===== config.mk =====
export PLATFORM = sky130hd
export DESIGN_NAME = dual_half_timer
export DESIGN_NICKNAME = d
export VERILOG_FILES = /design/src/rtl/dht_pkg.sv /design/src/rtl/dht_half.sv /design/src/rtl/dht_regfile.sv /design/src/rtl/dual_half_timer.sv
export SDC_FILE = /design/constraint.sdc
export NUM_CORES = 1
export LEC_CHECK = 0
export BUFFER_PORTS_ARGS = -buffer_cell sky130_fd_sc_hd__buf_4
export CELL_PAD_IN_SITES_DETAIL_PLACEMENT = 0
export CELL_PAD_IN_SITES_GLOBAL_PLACEMENT = 1
export CORE_MARGIN = 2
export CORE_UTILIZATION = 40
export CTS_CLUSTER_DIAMETER = 150
export DETAILED_ROUTE_END_ITERATION = 7
export GPL_TIMING_DRIVEN = 0
export PLACE_DENSITY_LB_ADDON = 0.15
export REMOVE_ABC_BUFFERS = 1
export SYNTH_ARGS = -nofsm -noshare
export SYNTH_HDL_FRONTEND = slang
export SYNTH_SLANG_ARGS = --single-unit
export TNS_END_PERCENT = 5

===== constraint.sdc =====
create_clock -name clk -period 2.5 [get_ports clk]
set_input_delay 0.5 -clock clk [delete_from_list [all_inputs] [get_ports clk]]
set_output_delay 0.5 -clock clk [all_outputs]
set_load 0.005 [all_outputs]

===== src/rtl/dht_pkg.sv =====
package dht_pkg;

    localparam int unsigned NUM_HALVES = 2;
    localparam int unsigned DATA_W     = 32;

    // register offsets
    localparam int unsigned OFS_ID   = 'h00;
    localparam int unsigned OFS_TCTL = 'h20;
    localparam int unsigned OFS_GCTL = 'h24;

    typedef enum logic [1:0] {
        EN_OFF  = 2'd0,
        EN_ONCE = 2'd1,
        EN_LOOP = 2'd2,
        EN_RSVD = 2'd3
    } en_mode_e;

    typedef enum logic [1:0] {
        TM_WIDE   = 2'd0,
        TM_SPLIT  = 2'd1,
        TM_GUARD  = 2'd2,
        TM_LINKED = 2'd3
    } tmode_e;

    // global control word: [3:2] combine mode, [1:0] per-half release
    typedef struct packed {
        tmode_e          mode;
        logic [NUM_HALVES-1:0] rel;
    } gctl_t;

    function automatic int unsigned cnt_ofs(input int unsigned h);
        return 'h10 + 4 * h;
    endfunction

    function automatic int unsigned prd_ofs(input int unsigned h);
        return 'h18 + 4 * h;
    endfunction

    function automatic int unsigned en_pos(input int unsigned h);
        return (h == 0) ? 6 : 22;
    endfunction

endpackage


===== src/rtl/dht_half.sv =====
module dht_half
    import dht_pkg::*;
#(
    parameter int unsigned CNT_W = 32
) (
    input  logic             clk,
    input  logic             rst,
    input  logic             tick,
    input  logic             released,
    input  logic             split_mode,
    input  logic [1:0]       mode_raw,
    input  logic             cnt_we,
    input  logic             prd_we,
    input  logic [CNT_W-1:0] ld_data,
    output logic [CNT_W-1:0] cnt,
    output logic [CNT_W-1:0] prd,
    output logic             once_done
);

    en_mode_e         mode;
    logic [CNT_W-1:0] cnt_inc;
    logic [CNT_W-1:0] cnt_nxt;
    logic             at_end;
    logic             active;

    assign mode    = en_mode_e'(mode_raw);
    assign cnt_inc = cnt + CNT_W'(1);
    assign at_end  = (cnt == prd);
    assign active  = released && split_mode && tick;

    always_comb begin
        cnt_nxt   = cnt;
        once_done = 1'b0;
        if (!released) begin
            cnt_nxt = '0;
        end else if (cnt_we) begin
            cnt_nxt = ld_data;
        end else if (active) begin
            case (mode)
                EN_LOOP: cnt_nxt = at_end ? '0 : cnt_inc;
                EN_ONCE: begin
                    if (!at_end) cnt_nxt = cnt_inc;
                    once_done = at_end || (cnt_inc == prd);
                end
                default: cnt_nxt = cnt;
            endcase
        end
    end

    always_ff @(posedge clk) begin
        if (rst) begin
            cnt <= '0;
            prd <= '0;
        end else begin
            cnt <= cnt_nxt;
            if (prd_we) prd <= ld_data;
        end
    end

    AST_HELD_ZERO: assert property (@(posedge clk) disable iff (rst)
        !released |=> cnt == '0);

    AST_LOOP_WRAP: assert property (@(posedge clk) disable iff (rst)
        active && !cnt_we && mode == EN_LOOP && cnt == prd |=> cnt == '0);

    AST_LOOP_STEP: assert property (@(posedge clk) disable iff (rst)
        active && !cnt_we && mode == EN_LOOP && cnt != prd
        |=> cnt == $past(cnt) + CNT_W'(1));

    AST_ONCE_STOP: assert property (@(posedge clk) disable iff (rst)
        active && !cnt_we && mode == EN_ONCE && cnt == prd |=> $stable(cnt));

    AST_OFF_FROZEN: assert property (@(posedge clk) disable iff (rst)
        released && !cnt_we && (mode == EN_OFF || mode == EN_RSVD)
        |=> $stable(cnt));

    AST_NONSPLIT_HOLD: assert property (@(posedge clk) disable iff (rst)
        released && !split_mode && !cnt_we |=> $stable(cnt));

    AST_LOAD_WINS: assert property (@(posedge clk) disable iff (rst)
        released && cnt_we |=> cnt == $past(ld_data));

endmodule


===== src/rtl/dht_regfile.sv =====
module dht_regfile
    import dht_pkg::*;
#(
    parameter int unsigned ADDR_W   = 8,
    parameter int unsigned CNT_W    = 32,
    parameter logic [31:0] ID_VALUE = 32'h0001_0C3A
) (
    input  logic                             clk,
    input  logic                             rst,
    input  logic                             bus_wr,
    input  logic [ADDR_W-1:0]                bus_addr,
    input  logic [DATA_W-1:0]                bus_wdata,
    input  logic [NUM_HALVES-1:0][CNT_W-1:0] cnt_q,
    input  logic [NUM_HALVES-1:0][CNT_W-1:0] prd_q,
    input  logic [NUM_HALVES-1:0]            once_done,
    output logic [NUM_HALVES-1:0][1:0]       en_mode,
    output logic [NUM_HALVES-1:0]            released,
    output logic                             split_mode,
    output logic [NUM_HALVES-1:0]            cnt_we,
    output logic [NUM_HALVES-1:0]            prd_we,
    output logic [CNT_W-1:0]                 ld_data,
    output logic [DATA_W-1:0]                bus_rdata
);

    localparam int unsigned GC_W = $bits(gctl_t);

    gctl_t                       gc_q;
    logic [NUM_HALVES-1:0][1:0]  en_q;
    logic                        tctl_wr;
    logic                        gctl_wr;
    logic [DATA_W-1:0]           tctl_view;

    assign tctl_wr    = bus_wr && (bus_addr == ADDR_W'(OFS_TCTL));
    assign gctl_wr    = bus_wr && (bus_addr == ADDR_W'(OFS_GCTL));
    assign ld_data    = bus_wdata[CNT_W-1:0];
    assign en_mode    = en_q;
    assign released   = gc_q.rel;
    assign split_mode = (gc_q.mode == TM_SPLIT);

    for (genvar h = 0; h < NUM_HALVES; h++) begin : g_dec
        assign cnt_we[h] = bus_wr && (bus_addr == ADDR_W'(cnt_ofs(h)));
        assign prd_we[h] = bus_wr && (bus_addr == ADDR_W'(prd_ofs(h)));
    end

    always_ff @(posedge clk) begin
        if (rst) begin
            gc_q <= '0;
            en_q <= '0;
        end else begin
            if (gctl_wr) gc_q <= gctl_t'(bus_wdata[GC_W-1:0]);
            for (int h = 0; h < NUM_HALVES; h++) begin
                if (tctl_wr) en_q[h] <= bus_wdata[en_pos(h) +: 2];
                else if (once_done[h]) en_q[h] <= EN_OFF;
            end
        end
    end

    always_comb begin
        tctl_view = '0;
        for (int h = 0; h < NUM_HALVES; h++) begin
            tctl_view[en_pos(h) +: 2] = en_q[h];
        end
    end

    always_comb begin
        bus_rdata = '0;
        if (bus_addr == ADDR_W'(OFS_ID))   bus_rdata = ID_VALUE;
        if (bus_addr == ADDR_W'(OFS_TCTL)) bus_rdata = tctl_view;
        if (bus_addr == ADDR_W'(OFS_GCTL)) bus_rdata = DATA_W'(gc_q);
        for (int h = 0; h < NUM_HALVES; h++) begin
            if (bus_addr == ADDR_W'(cnt_ofs(h))) bus_rdata = DATA_W'(cnt_q[h]);
            if (bus_addr == ADDR_W'(prd_ofs(h))) bus_rdata = DATA_W'(prd_q[h]);
        end
    end

    for (genvar h = 0; h < NUM_HALVES; h++) begin : g_chk
        AST_ONCE_CLEARS: assert property (@(posedge clk) disable iff (rst)
            once_done[h] && !tctl_wr |=> en_q[h] == EN_OFF);
    end

    AST_GC_READBACK: assert property (@(posedge clk) disable iff (rst)
        gctl_wr |=> GC_W'(gc_q) == $past(bus_wdata[GC_W-1:0]));

    AST_STRAY_WRITE: assert property (@(posedge clk) disable iff (rst)
        bus_wr && !tctl_wr && !gctl_wr && cnt_we == '0 && prd_we == '0
        |=> $stable(gc_q) && $stable(en_q));

endmodule


===== src/rtl/dual_half_timer.sv =====
module dual_half_timer
    import dht_pkg::*;
#(
    parameter int unsigned ADDR_W   = 8,
    parameter int unsigned CNT_W    = 32,
    parameter logic [31:0] ID_VALUE = 32'h0001_0C3A
) (
    input  logic              clk,
    input  logic              rst,
    input  logic              tick,
    input  logic              bus_wr,
    input  logic [ADDR_W-1:0] bus_addr,
    input  logic [31:0]       bus_wdata,
    output logic [31:0]       bus_rdata
);

    logic [NUM_HALVES-1:0][CNT_W-1:0] cnt_q;
    logic [NUM_HALVES-1:0][CNT_W-1:0] prd_q;
    logic [NUM_HALVES-1:0]            once_done;
    logic [NUM_HALVES-1:0][1:0]       en_mode;
    logic [NUM_HALVES-1:0]            released;
    logic                             split_mode;
    logic [NUM_HALVES-1:0]            cnt_we;
    logic [NUM_HALVES-1:0]            prd_we;
    logic [CNT_W-1:0]                 ld_data;

    dht_regfile #(
        .ADDR_W   (ADDR_W),
        .CNT_W    (CNT_W),
        .ID_VALUE (ID_VALUE)
    ) u_regs (
        .clk        (clk),
        .rst        (rst),
        .bus_wr     (bus_wr),
        .bus_addr   (bus_addr),
        .bus_wdata  (bus_wdata),
        .cnt_q      (cnt_q),
        .prd_q      (prd_q),
        .once_done  (once_done),
        .en_mode    (en_mode),
        .released   (released),
        .split_mode (split_mode),
        .cnt_we     (cnt_we),
        .prd_we     (prd_we),
        .ld_data    (ld_data),
        .bus_rdata  (bus_rdata)
    );

    for (genvar h = 0; h < NUM_HALVES; h++) begin : g_half
        dht_half #(
            .CNT_W (CNT_W)
        ) u_half (
            .clk        (clk),
            .rst        (rst),
            .tick       (tick),
            .released   (released[h]),
            .split_mode (split_mode),
            .mode_raw   (en_mode[h]),
            .cnt_we     (cnt_we[h]),
            .prd_we     (prd_we[h]),
            .ld_data    (ld_data),
            .cnt        (cnt_q[h]),
            .prd        (prd_q[h]),
            .once_done  (once_done[h])
        );
    end

endmodule


# == Yosys cells after proc, flatten, opt, wreduce, memory -nomap -nowiden ==
# Index checks and enable logic that the tools add are counted.
# W data, S select, Z words.
# op_classes
n_mux,29
n_eq_ne,17
n_reduce_logical,23
bitwise_logic,2
add_sub_neg,2
# op_table
cell,n
$mux W32,12
$eq A32 B32 Y1,4
$pmux W32 S2,2
$add A32 B1 Y32 const B,2
$mux W24,2
$eq A8 B5 Y1 const B,4
$mux W17,1
$eq A8 B6 Y1 const B,2
$logic_and A1 B1 Y1,10
$logic_not A8 Y1,1
$mux W1,8
$mux W2,4
$reduce_bool A2 Y1,4
$eq A2 B1 Y1 const B,3
$ne A3 B2 Y1 const B,2
$reduce_and A3 Y1,2
$reduce_bool A3 Y1,2
$eq A2 B2 Y1 const B,2
$reduce_or A2 Y1,2
$logic_or A1 B1 Y1,2
$not A1 Y1,2
# word_totals
inputBits,44
reg_bits,136

# == Logic depth before layout (Yosys ltp) ==
# Gate-level depths: netlist (run 1).
# depth
ltp_word,9
mapped_depth,11

# == Hierarchy ==
# From an unflattened synthesis (run 1), not the netlist that was laid out.
# unflattened
hier_cells,1325
hier_area_um2,10082.2
# by_module_without_submodules
module,area_each_um2,cells_each,n_inst,seq_area_each_um2
dht_half at g_half[0].u_half,4220.3,544,1,1281.2
dht_half at g_half[1].u_half,3960.0,505,1,1281.2
dht_regfile,1901.8,276,1,160.2

# == Worst setup path before layout (run 1) ==
# No wires, ideal clock.
# synth_timing
kind,register to register
from,register g_half[0].u_half.cnt[0]
to,register u_regs.en_q (netlist bit u_regs.en_mode[1])
n_path_buf,0
arrival_time_ps,2422
setup_time_ps,117
stages_incl_launch_ff,10
slack_ps,-39
synth_period_minus_slack_ps,2539
path_cell_list,dfxtp_1 > ha_1 > and3_1 > nand3_1 > or4_1 > a2111oi_2 > o21ai_0 > nor4_1 > a41oi_1 > a22o_1
# synth_between
elab_chain_len,8
word_cells_on_any_way,9
# synth_lines
item,line,rtl
start: declaration,dht_half.sv:15,"output logic [CNT_W-1:0] cnt,"
start signal: assignment,dht_half.sv:55,cnt <= cnt_nxt;
$add A32 B1 Y32,dht_half.sv:27,assign cnt_inc = cnt + CNT_W'(1);
$eq A32 B32 Y1,dht_half.sv:43,once_done = at_end || (cnt_inc == prd);
$logic_or A1 B1 Y1 (*),dht_half.sv:43,
$mux W1 (*),dht_half.sv:39,case (mode)
$mux W1 (*),dht_half.sv:38,end else if (active) begin
$mux W1 (*),dht_half.sv:36,end else if (cnt_we) begin
$mux W1 (*),dht_half.sv:34,if (!released) begin
$reduce_bool A2 Y1 (no source line) (*),n/a,
end signal: indexed assignment,dht_regfile.sv:52,if (tctl_wr) en_q[h] <= bus_wdata[en_pos(h) +: 2];
end: declaration,dht_regfile.sv:28,logic [NUM_HALVES-1:0][1:0] en_q;
# Every way passes the cells marked *; elsewhere a longest branch is shown, timed or not.
# A chain may end at the register's enable or synchronous reset.

# == Worst setup path in the final report (run 1) ==
# layout_timing
from,register g_half[1].u_half.cnt[0]
to,register g_half[1].u_half.cnt[31]
# layout_between
elab_chain_len,5
word_cells_on_any_way,9
# layout_lines
item,line
start: declaration,dht_half.sv:15
start signal: assignment,dht_half.sv:55
$add A32 B1 Y32 or $eq A32 B32 Y1 (tied branches),"dht_half.sv:27, dht_half.sv:28"
"$mux W32, on equally long branches","dht_half.sv:42, dht_half.sv:40"
$pmux W32 S2,dht_half.sv:39
$mux W32,dht_half.sv:38
$mux W32,dht_half.sv:36
# Several ways; a longest one is shown, not always the timed one. The select of a mux whose other input is x is not followed.

==> results.py, run 1 <==
metrics = {
    "outcome": {
        "outcome": "finished, violations left",
        "violations": "setup timing",
    },
    "placement": {
        "gp_congestion": 0.9379,
        "place_hpwl_um": 28230,
        "placedCellCount": 1635,
        "port_buffers": 75,
    },
    "final_layout": {
        "layout-drive-gt1-share": 0.2862,
        "area_delta_synth_final_pct": 30.72,
        "diodes": 0,
        "layout_common_cells": "nand2_1, buf_4, a21oi_1, nor2_1, nand3_1",
        "mostFrequentLayoutCell": "nand2_1",
        "final_cells": 1760,
        "final_nets": 1471,
    },
    "global_routing": {
        "track_usage": 0.3239,
        "grt_pass1_wl_um": 63560,
        "grt_overflow_total": 0,
        "grt_pass1_vias": 10070,
        "grt_max_degree": 74,
        "antenna_found_initial": 0,
    },
    "critical_path": {
        "cp-start-kind": "register",
        "cp_data_arrival_time_ns": 2.98,
        "r2r-start": "g_half[1].u_half.cnt[0]",
        "cp-end-kind": "register",
        "worst_path_dominant_cell_family": "simple AND/OR/NAND/NOR gates",
        "criticalPathCategory": "reg2reg",
        "max_stage_delay_ns": 0.61,
        "critPathSlowestCell": "a2111o_2",
        "path_cells": "xor2_1 > nor4b_2 > and4b_2 > a2111o_2 > or4_1 > a31oi_1",
        "crit_start": "g_half[1].u_half.cnt[0]",
        "cp.required_ns": 2.86,
        "cp_max_fo": 8,
        "crit_buf_inv": 0,
    },
    "logic_synthesis": {
        "ys.flop_type": "dfxtp_1",
        "synth_edf_count": 0,
        "synth_compound_area_frac": 0.2118,
        "synthXorXnorAreaFrac": 0.1038,
        "synth_cell_types": 81,
        "synthTopCellsByArea": "dfxtp_1, nand2_1, a21oi_1",
        "synthSimpleGateAreaFrac": 0.3242,
        "yosysSeqAreaShare": 0.2805,
        "synth_top_area_frac": 0.2805,
        "synth_fa_ha_area_frac": 0.005157,
        "yosys.area.top_type": "dfxtp_1",
        "syn_area_mm2": 0.009706,
        "ys_ff_latch": 136,
        "async_reset_ff_frac": 0,
        "synth_top_family_by_area": "simple AND/OR/NAND/NOR gates",
        "synthMuxAreaShare": 0.01586,
        "yosysWarnings": 0,
        "synthCells": 1354,
        "synth.avg_cell_area_um2": 7.168,
    },
    "floorplan": {
        "core_mm2": 0.02403,
        "rows": 57,
        "die_area_mm2": 0.02553,
        "die_y_um": 159.8,
        "ioPinCount": 76,
        "start_util": 0.4038,
        "die_w_um": 159.8,
    },
    "power": {
        "total_power_mw": 4.964,
        "leakagePower_nw": 4.408,
        "ir_drop_v": 0.0003290,
        "p_per_area_mw_per_mm2": 391.2,
    },
    "timing": {
        "slew_viol_final": 0,
        "fin_crit_sh": 1.049,
        "max_freq_mhz": 381.2,
        "finClkSkew_ns": 0.009575,
        "tightest_slew_ns": 1.063,
        "period_needed_ns": 2.623,
        "setup_ws_ns": -0.1234,
        "relSlewSlack": 0.2907,
        "hold_viol": 0,
        "setup_viol": 41,
        "rsz0062_at_grt": "yes",
    },
    "clocking": {
        "cts_max_path_buffers": 2,
        "clk_pin_slew_ns": 0.06,
        "root_buffer": "clkbuf_16",
        "cts_inserted_buffers": 17,
        "clkSinkCount": 136,
        "clock_latency_ns": 0.44,
        "htree_levels": 4,
        "cts_hold_buf": 0,
        "cts_tree": "built",
    },
    "routing": {
        "wire_per_inst_um": 24.58,
        "vias": 10950,
        "drc_errors": 0,
        "drtAntennaViolNets": 0,
        "via_per_inst": 6.219,
        "drt-total-wl_um": 43260,
        "drtIter0Drc": 1218,
        "drt_pass1_iterations": 6,
    },
    "min_path": {
        "hold_start": "bus_wdata[12]",
        "hp-class": "in2reg",
    },
    "flow_run": {
        "max_cap_viol_count": 0,
    },
}
-- flip-flops by register name, summed over array words and instances, names as in the netlist --
name	cells
u_regs.gc_q	2
g_half.u_half.prd	64
g_half.u_half.cnt	64
u_regs.en_mode	4
u_regs.released	2
-- report_power, final --
group / internal (mW) / switching [mW]
Sequential: 2.13 / 0.00222
Combinational: 0.0922 / 0.178
Clock: 1.47 / 1.10
-- repair_timing --
item / CTS / global route
setup buffers: 43 / 38
setup endpoints to repair: 164 / 128
pin swaps: 33 / 42
gates cloned: 6 / 6
gates resized for setup: 183 / 111
-- cell usage after synthesis, drive strengths merged (7+ instances only) --
cell / number
xor2: 61
nand2b: 8
buf: 34
a21oi: 119
a221oi: 29
and3: 20
or4: 9
xnor2: 54
and2: 19
nand3: 75
and4: 19
nand4: 35
a21o: 11
a221o: 12
dfxtp: 136
or3: 12
nor2b: 8
mux2i: 12
nand2: 221
a31oi: 25
nor3: 44
nor2: 120
a2111oi: 7
inv: 15
nor4: 19
o21ai: 57
clkbuf: 86
-- cell families after synthesis --
| kind of cell | count (synthesis) |
|---|---|
| compound gates | 316 |
| xor+xnor | 115 |
| fa+ha+maj | 4 |
| buf+inv | 135 |
| flops | 136 |
| mux | 15 |
| simple gates | 633 |
-- final timing paths --
check,end,slack (ns),cells after the start
max reg2reg,g_half[1].u_half.cnt[31],-0.12,6
max,g_half[1].u_half.cnt[31],-0.12,6
min,g_half[0].u_half.cnt[12],0.33,3
min reg2reg,g_half[1].u_half.prd[17],0.48,2
-- worst reg2reg max path: stages (launching register included) --
cell and delay [ns]:
dfxtp_4 0.44, xor2_1 0.37, nor4b_2 0.10, and4b_2 0.34, a2111o_2 0.61, or4_1 0.53
a31oi_1 0.16
-- stage by stage --
step	hold slack (ns)	util	worst slack, ns	instance area [um2]	TNS, ns
finish	0.3287	0.5279	-0.1234	12690	-1.960
global route	0.3272	0.5279	-0.2250	12690	-5.806
CTS	0.3194	0.4941	-0.1656	11880	-2.069
detailed placement	0.4776	0.4257	-2.746	10230	-233.12
global placement	0.4703	0.4228	-4.397	10160	-320.61
floorplan	0.4455	-	-1.620	9193	-78.26
-- routing by layer --
layer  vias to the layer above  part of all wire  routed length (um)  GRT usage
met4                         0             0.042                1825     0.1151
met5                         -                 0                   0          0
met2                       561              0.46               19710     0.5138
li1                       5027                 -                   -          -
met3                        99             0.079                3408    0.04208
met1                      5259              0.42               18320     0.4523
-- area by class of cell --
type	count	area, um2
fillers	2341	11350
multi-input cells	1093	7418
flip-flops and latches	136	2898
repair buffers	160	1329
clock buffers	17	425.4
well taps	324	405.4
clock inverters	15	155.1
inverters	15	56.30
Note: power is estimated with default switching activity, not from simulation.
==> run 2: changes to the inputs <==
==> constraint.sdc (replaced) <==
create_clock -name clk -period 2.5 [get_ports clk]
set_input_delay 0.25 -clock clk [delete_from_list [all_inputs] [get_ports clk]]
set_output_delay 0.25 -clock clk [all_outputs]
set_load 0.005 [all_outputs]
==> run 2 against run 1 <==
Against the previous run:
- the flow still finishes with violations (setup timing)
- final area down 3.2%
- non-clock buffer count decreased by 20
- largest power group unchanged
- largest cell class unchanged
- via count down 1.9%
- sequential share of layout area grew 0.57 points
- maximum frequency fell by 0.62%
==> results.py, run 2 (synthesis results as in run 1) <==
metrics = {
    "power": {
        "total_power_mw": 4.949,
        "p_sw_mw": 1.264,
        "combPwrFrac": 0.050,
        "ir_drop_v": 0.0003293,
        "clkPwrFrac": 0.518,
        "swShare": 0.2555,
        "leakagePower_nw": 4.217,
        "p_per_area_mw_per_mm2": 403.1,
        "intPower_mw": 3.684,
        "power_frac_seq": 0.432,
    },
    "routing": {
        "wire_per_inst_um": 23.79,
        "via_per_inst": 6.189,
        "drt_pass1_iterations": 6,
        "drt-total-wl_um": 41270,
        "vias": 10740,
        "drtAntennaViolNets": 0,
        "drtIter0Drc": 987,
        "drc_errors": 0,
    },
    "critical_path": {
        "cp_data_arrival_time_ns": 2.96,
        "path_cells": "xor2_2 > nor4_1 > and4_1 > a31o_2 > and2_4 > or3_1 > xor2_1 > o21ai_0",
        "cp.required_ns": 2.82,
        "cp-start-kind": "register",
        "cp_max_fo": 12,
        "crit_buf_inv": 0,
        "critPathSlowestCell": "dfxtp_1",
        "criticalPathCategory": "reg2reg",
        "cp-end-kind": "register",
        "max_stage_delay_ns": 0.49,
        "worst_path_dominant_cell_family": "simple AND/OR/NAND/NOR gates",
    },
    "clocking": {
        "htree_levels": 4,
        "clk_pin_slew_ns": 0.06,
        "root_buffer": "clkbuf_16",
        "cts_max_path_buffers": 2,
        "clock_latency_ns": 0.44,
        "clkSinkCount": 136,
        "cts_tree": "built",
        "cts_inserted_buffers": 17,
    },
    "final_layout": {
        "final_nets": 1446,
        "mostFrequentLayoutCell": "nand2_1",
        "layout_common_cells": "nand2_1, buf_4, nor2_1, a21oi_1, dfxtp_1",
        "multi_input_area_mm2": 0.007226,
        "fillers": 2391,
        "layout-drive-gt1-share": 0.2523,
        "final-seq-area_mm2": 0.002874,
        "utilization": 0.5108,
        "diodes": 0,
        "area_delta_synth_final_pct": 26.48,
        "design_area_mm2": 0.01228,
    },
    "placement": {
        "port_buffers": 75,
        "place_hpwl_um": 28230,
        "gp_congestion": 0.9379,
        "place_area_mm2": 0.01023,
    },
    "timing": {
        "hold_viol": 0,
        "max_freq_mhz": 378.8,
        "slew_viol_final": 0,
        "finClkSkew_ns": 0.01299,
        "setup_viol": 44,
        "period_needed_ns": 2.640,
        "setup_ws_ns": -0.1399,
        "whs_ns": 0.07821,
        "rsz0062_at_grt": "yes",
        "fin_crit_sh": 1.056,
        "relSlewSlack": 0.2809,
        "tightest_slew_ns": 1.079,
    },
    "floorplan": {
        "ioPinCount": 76,
        "die_area_mm2": 0.02553,
        "core_mm2": 0.02403,
        "die_w_um": 159.8,
        "die_y_um": 159.8,
        "rows": 57,
        "start_util": 0.4038,
    },
    "global_routing": {
        "grt_pass1_wl_um": 61350,
        "antenna_found_initial": 0,
        "grt_overflow_total": 0,
        "grt_max_degree": 74,
        "track_usage": 0.3112,
        "grt_pass1_vias": 9715,
    },
    "min_path": {
        "hp-class": "in2reg",
    },
    "outcome": {
        "outcome": "finished, violations left",
        "violations": "setup timing",
    },
    "flow_run": {
        "max_cap_viol_count": 0,
    },
}
run 2: area by class of cell:
class / count / share of cell area
Timing Repair Buffer: 140 / 0.09235
Inverter: 15 / 0.004587
Clock buffer: 17 / 0.03466
Multi-Input combinational cell: 1088 / 0.5886
Tap cell: 324 / 0.03302
Clock inverter: 15 / 0.01264
Sequential cell: 136 / 0.2341
run 2: power groups by stage:
stage	registers [mW]	logic, mW	clock network [mW]
after global placement	2.22	0.221	0
final	2.14	0.248	2.57
after global routing	2.13	0.261	2.66
after floorplan	2.22	0.0448	0
after detailed placement	2.22	0.226	0
after CTS	2.15	0.236	2.58
run 2: per-stage QoR:
stage,std cells,setup WS (ns),setup TNS [ns]
after floorplan,1234,-1.370,-52.08
after global placement,1633,-4.147,-272.31
after detailed placement,1635,-2.496,-185.31
after CTS,1684,-0.2490,-2.433
after global routing,1735,-0.2485,-7.166
final,1735,-0.1399,-2.082
run 2: final timing paths:
check	start	end	slack, ns	depth (start not counted)
hold reg to reg	g_half[1].u_half.prd[17]	g_half[1].u_half.prd[17]	0.48	2
setup reg to reg	g_half[0].u_half.prd[14]	g_half[0].u_half.cnt[9]	-0.14	8
setup / recovery	g_half[0].u_half.prd[14]	g_half[0].u_half.cnt[9]	-0.14	8
hold / removal	bus_wdata[25]	g_half[0].u_half.cnt[25]	0.08	3
run 2: routing by layer:
| metal | share of wire | GRT usage | wire length [um] | vias up |
|---|---|---|---|---|
| met2 | 0.45 | 0.4841 | 18500 | 470 |
| met5 | 0 | 0 | 0 | - |
| met1 | 0.45 | 0.4474 | 18750 | 5199 |
| met4 | 0.036 | 0.09869 | 1470 | 0 |
| li1 | - | - | - | 4976 |
| met3 | 0.062 | 0.04000 | 2553 | 93 |
run 2: worst min-delay path, stage by stage:
cell and delay [ns]:
buf_4 0.12, nand2_1 0.05, o21ai_0 0.05
run 2: timing repair:
item                                    in CTS  in global routing
cloned                                       3                  3
resized for setup                          151                 87
hold buffers                                 0                  0
pin swaps                                   23                 45
endpoints found under the setup margin     132                130
setup buffers                               14                 48
==> run 3: changes to the inputs <==
Settings changed: PLACE_DENSITY_LB_ADDON 0.15 to 0.1.
Clock period 2.5 ns to 2.3 ns, I/O delays scaled along.
==> run 3 against run 2 <==
Against the previous run:
- the flow still finishes with violations (setup timing)
- wire length rose by 2.0%
- maximum frequency fell by 3.5%
- combinational power up 11%
- via count rose by 0.61%
- critical path depth unchanged
- non-clock buffer count grew 23
- worst hold slack got worse by 0.0071 ns
- clock power rose by 7%
- clock skew down 0.0023 ns
- flip-flop and latch count did not move
- critical path type unchanged
- largest power group unchanged
==> results.py, run 3 (synthesis results as in run 1) <==
metrics = {
    "critical_path": {
        "cp.required_ns": 2.60,
        "cp-start-kind": "register",
        "r2r_end": "u_regs.en_mode[3]",
        "criticalPathCategory": "reg2reg",
        "r2r_cells": 8,
        "cp_max_fo": 5,
        "cp_data_arrival_time_ns": 3.03,
        "crit_start": "g_half[1].u_half.cnt[0]",
        "r2r-start": "g_half[1].u_half.cnt[0]",
        "r2r_slack_ns": -0.44,
        "cp-end-kind": "register",
    },
    "min_path": {
        "hold_start": "bus_wdata[12]",
        "hp-class": "in2reg",
        "whs_path_depth": 3,
        "worstHoldEndpoint": "g_half[0].u_half.cnt[12]",
    },
    "global_routing": {
        "grt_pass1_vias": 9886,
        "grt_overflow_total": 0,
        "antenna_found_initial": 0,
        "track_usage": 0.3124,
        "grt_max_degree": 74,
        "grt_pass1_wl_um": 61570,
    },
    "outcome": {
        "outcome": "finished, violations left",
        "violations": "setup timing",
    },
    "timing": {
        "tightest_slew_ns": 1.031,
        "relSlewSlack": 0.3125,
        "fin_crit_sh": 1.189,
        "period_needed_ns": 2.736,
        "max_freq_mhz": 365.5,
        "setup_viol": 69,
        "finClkSkew_ns": 0.01065,
        "hold_viol": 0,
        "rsz0062_at_grt": "yes",
        "slew_viol_final": 0,
        "setup_ws_ns": -0.4358,
        "whs_ns": 0.07115,
    },
    "final_layout": {
        "layout-drive-gt1-share": 0.2653,
        "layout_common_cells": "nand2_1, buf_4, nor2_1, a21oi_1, dfxtp_1",
        "final-seq-area_mm2": 0.002887,
        "multi_input_area_mm2": 0.007279,
        "final_nets": 1471,
        "diodes": 0,
        "fillers": 2398,
        "area_delta_synth_final_pct": 28.49,
        "design_area_mm2": 0.01247,
        "mostFrequentLayoutCell": "nand2_1",
    },
    "power": {
        "p_sw_mw": 1.368,
        "intPower_mw": 3.959,
        "power_frac_seq": 0.435,
        "clkPwrFrac": 0.514,
        "combPwrFrac": 0.052,
        "ir_drop_v": 0.0004198,
        "p_per_area_mw_per_mm2": 427.1,
        "leakagePower_nw": 4.322,
        "swShare": 0.2568,
        "total_power_mw": 5.326,
    },
    "clocking": {
        "cts_hold_buf": 0,
        "clkSinkCount": 136,
        "clock_latency_ns": 0.43,
        "cts_tree": "built",
        "cts_max_path_buffers": 2,
        "htree_levels": 4,
        "cts_inserted_buffers": 17,
        "root_buffer": "clkbuf_16",
        "clk_pin_slew_ns": 0.07,
    },
    "routing": {
        "wire_per_inst_um": 23.92,
        "drt-total-wl_um": 42110,
        "drtIter0Drc": 1077,
        "via_per_inst": 6.139,
        "vias": 10800,
        "drc_errors": 0,
        "drtAntennaViolNets": 0,
        "drt_pass1_iterations": 6,
    },
    "placement": {
        "gp_congestion": 0.9752,
        "place_area_mm2": 0.01020,
        "port_buffers": 75,
        "place_hpwl_um": 28170,
    },
    "floorplan": {
        "die_y_um": 159.8,
        "core_mm2": 0.02403,
        "rows": 57,
        "die_area_mm2": 0.02553,
        "ioPinCount": 76,
        "die_w_um": 159.8,
        "start_util": 0.4038,
    },
    "flow_run": {
        "max_cap_viol_count": 0,
    },
}
## run 3: cell types whose count changed in the layout (fill, tap and decap cells not counted), moves of 4 or more
cell     change
buf_4       +26
dfxtp_2      -8
dfxtp_4      +6
o21ai_0      -5
o21ai_1      +5
and4_1       -4
## run 3: stage by stage
step,setup slack (ns),util,TNS [ns],instances
detailed placement,-2.708,0.4245,-221.02,1634
global route,-0.4366,0.5189,-17.65,1760
floorplan,-1.550,-,-69.19,1234
global placement,-4.357,0.4228,-305.35,1633
CTS,-0.4577,0.4786,-12.52,1690
finish,-0.4358,0.5189,-12.45,1760
## run 3: worst max-delay path by stage
stage,depth (start not counted),slack [ns],to
6_report,8,-0.44,u_regs.en_mode[3]
5_1_grt,8,-0.44,u_regs.en_mode[3]
4_1_cts,9,-0.46,u_regs.en_mode[1]
3_5_place_dp,7,-2.71,g_half[0].u_half.prd[15]
3_3_place_gp,7,-4.36,g_half[0].u_half.prd[3]
2_1_floorplan,6,-1.55,g_half[0].u_half.prd[0]
## run 3: final cells by class
type	count	share of cell area
repair buffers	163	0.1017
multi-input cells	1090	0.5837
clock inverters	13	0.009732
flip-flops and latches	136	0.2315
inverters	15	0.004515
clock buffers	19	0.03632
well taps	324	0.03251
## run 3: critical path, stage by stage, from the launching register on
cell       delay (ns)
dfxtp_4          0.40
nand4_4          0.15
or4_4            0.57
a21oi_4          0.16
o221ai_4         0.14
a2111oi_4        0.45
nand4_1          0.23
o41ai_4          0.38
o21ai_1          0.13
## run 3: what timing repair did
item | 4_1_cts | 5_1_grt
gates cloned | 4 | 3
pin swaps | 24 | 47
resized for setup | 145 | 110
setup buffers | 20 | 67
endpoints found under the setup margin | 164 | 117
## run 3: power groups by stage
stage          logic [mW]  registers [mW]  clock network [mW]
3_5_place_dp        0.239            2.41                   0
2_1_floorplan      0.0487            2.41                   0
4_1_cts             0.256            2.34                2.77
3_3_place_gp        0.238            2.41                   0
6_report            0.276            2.31                2.74
5_1_grt             0.288            2.31                2.86
## run 3: metal layers
metal	global-route usage	vias to the layer above	share of wire	wire, um
met4	0.09746	0	0.034	1427
met5	0	-	0	0
met1	0.4342	5205	0.44	18590
li1	-	5024	-	-
met3	0.06416	97	0.076	3201
met2	0.4870	478	0.45	18890
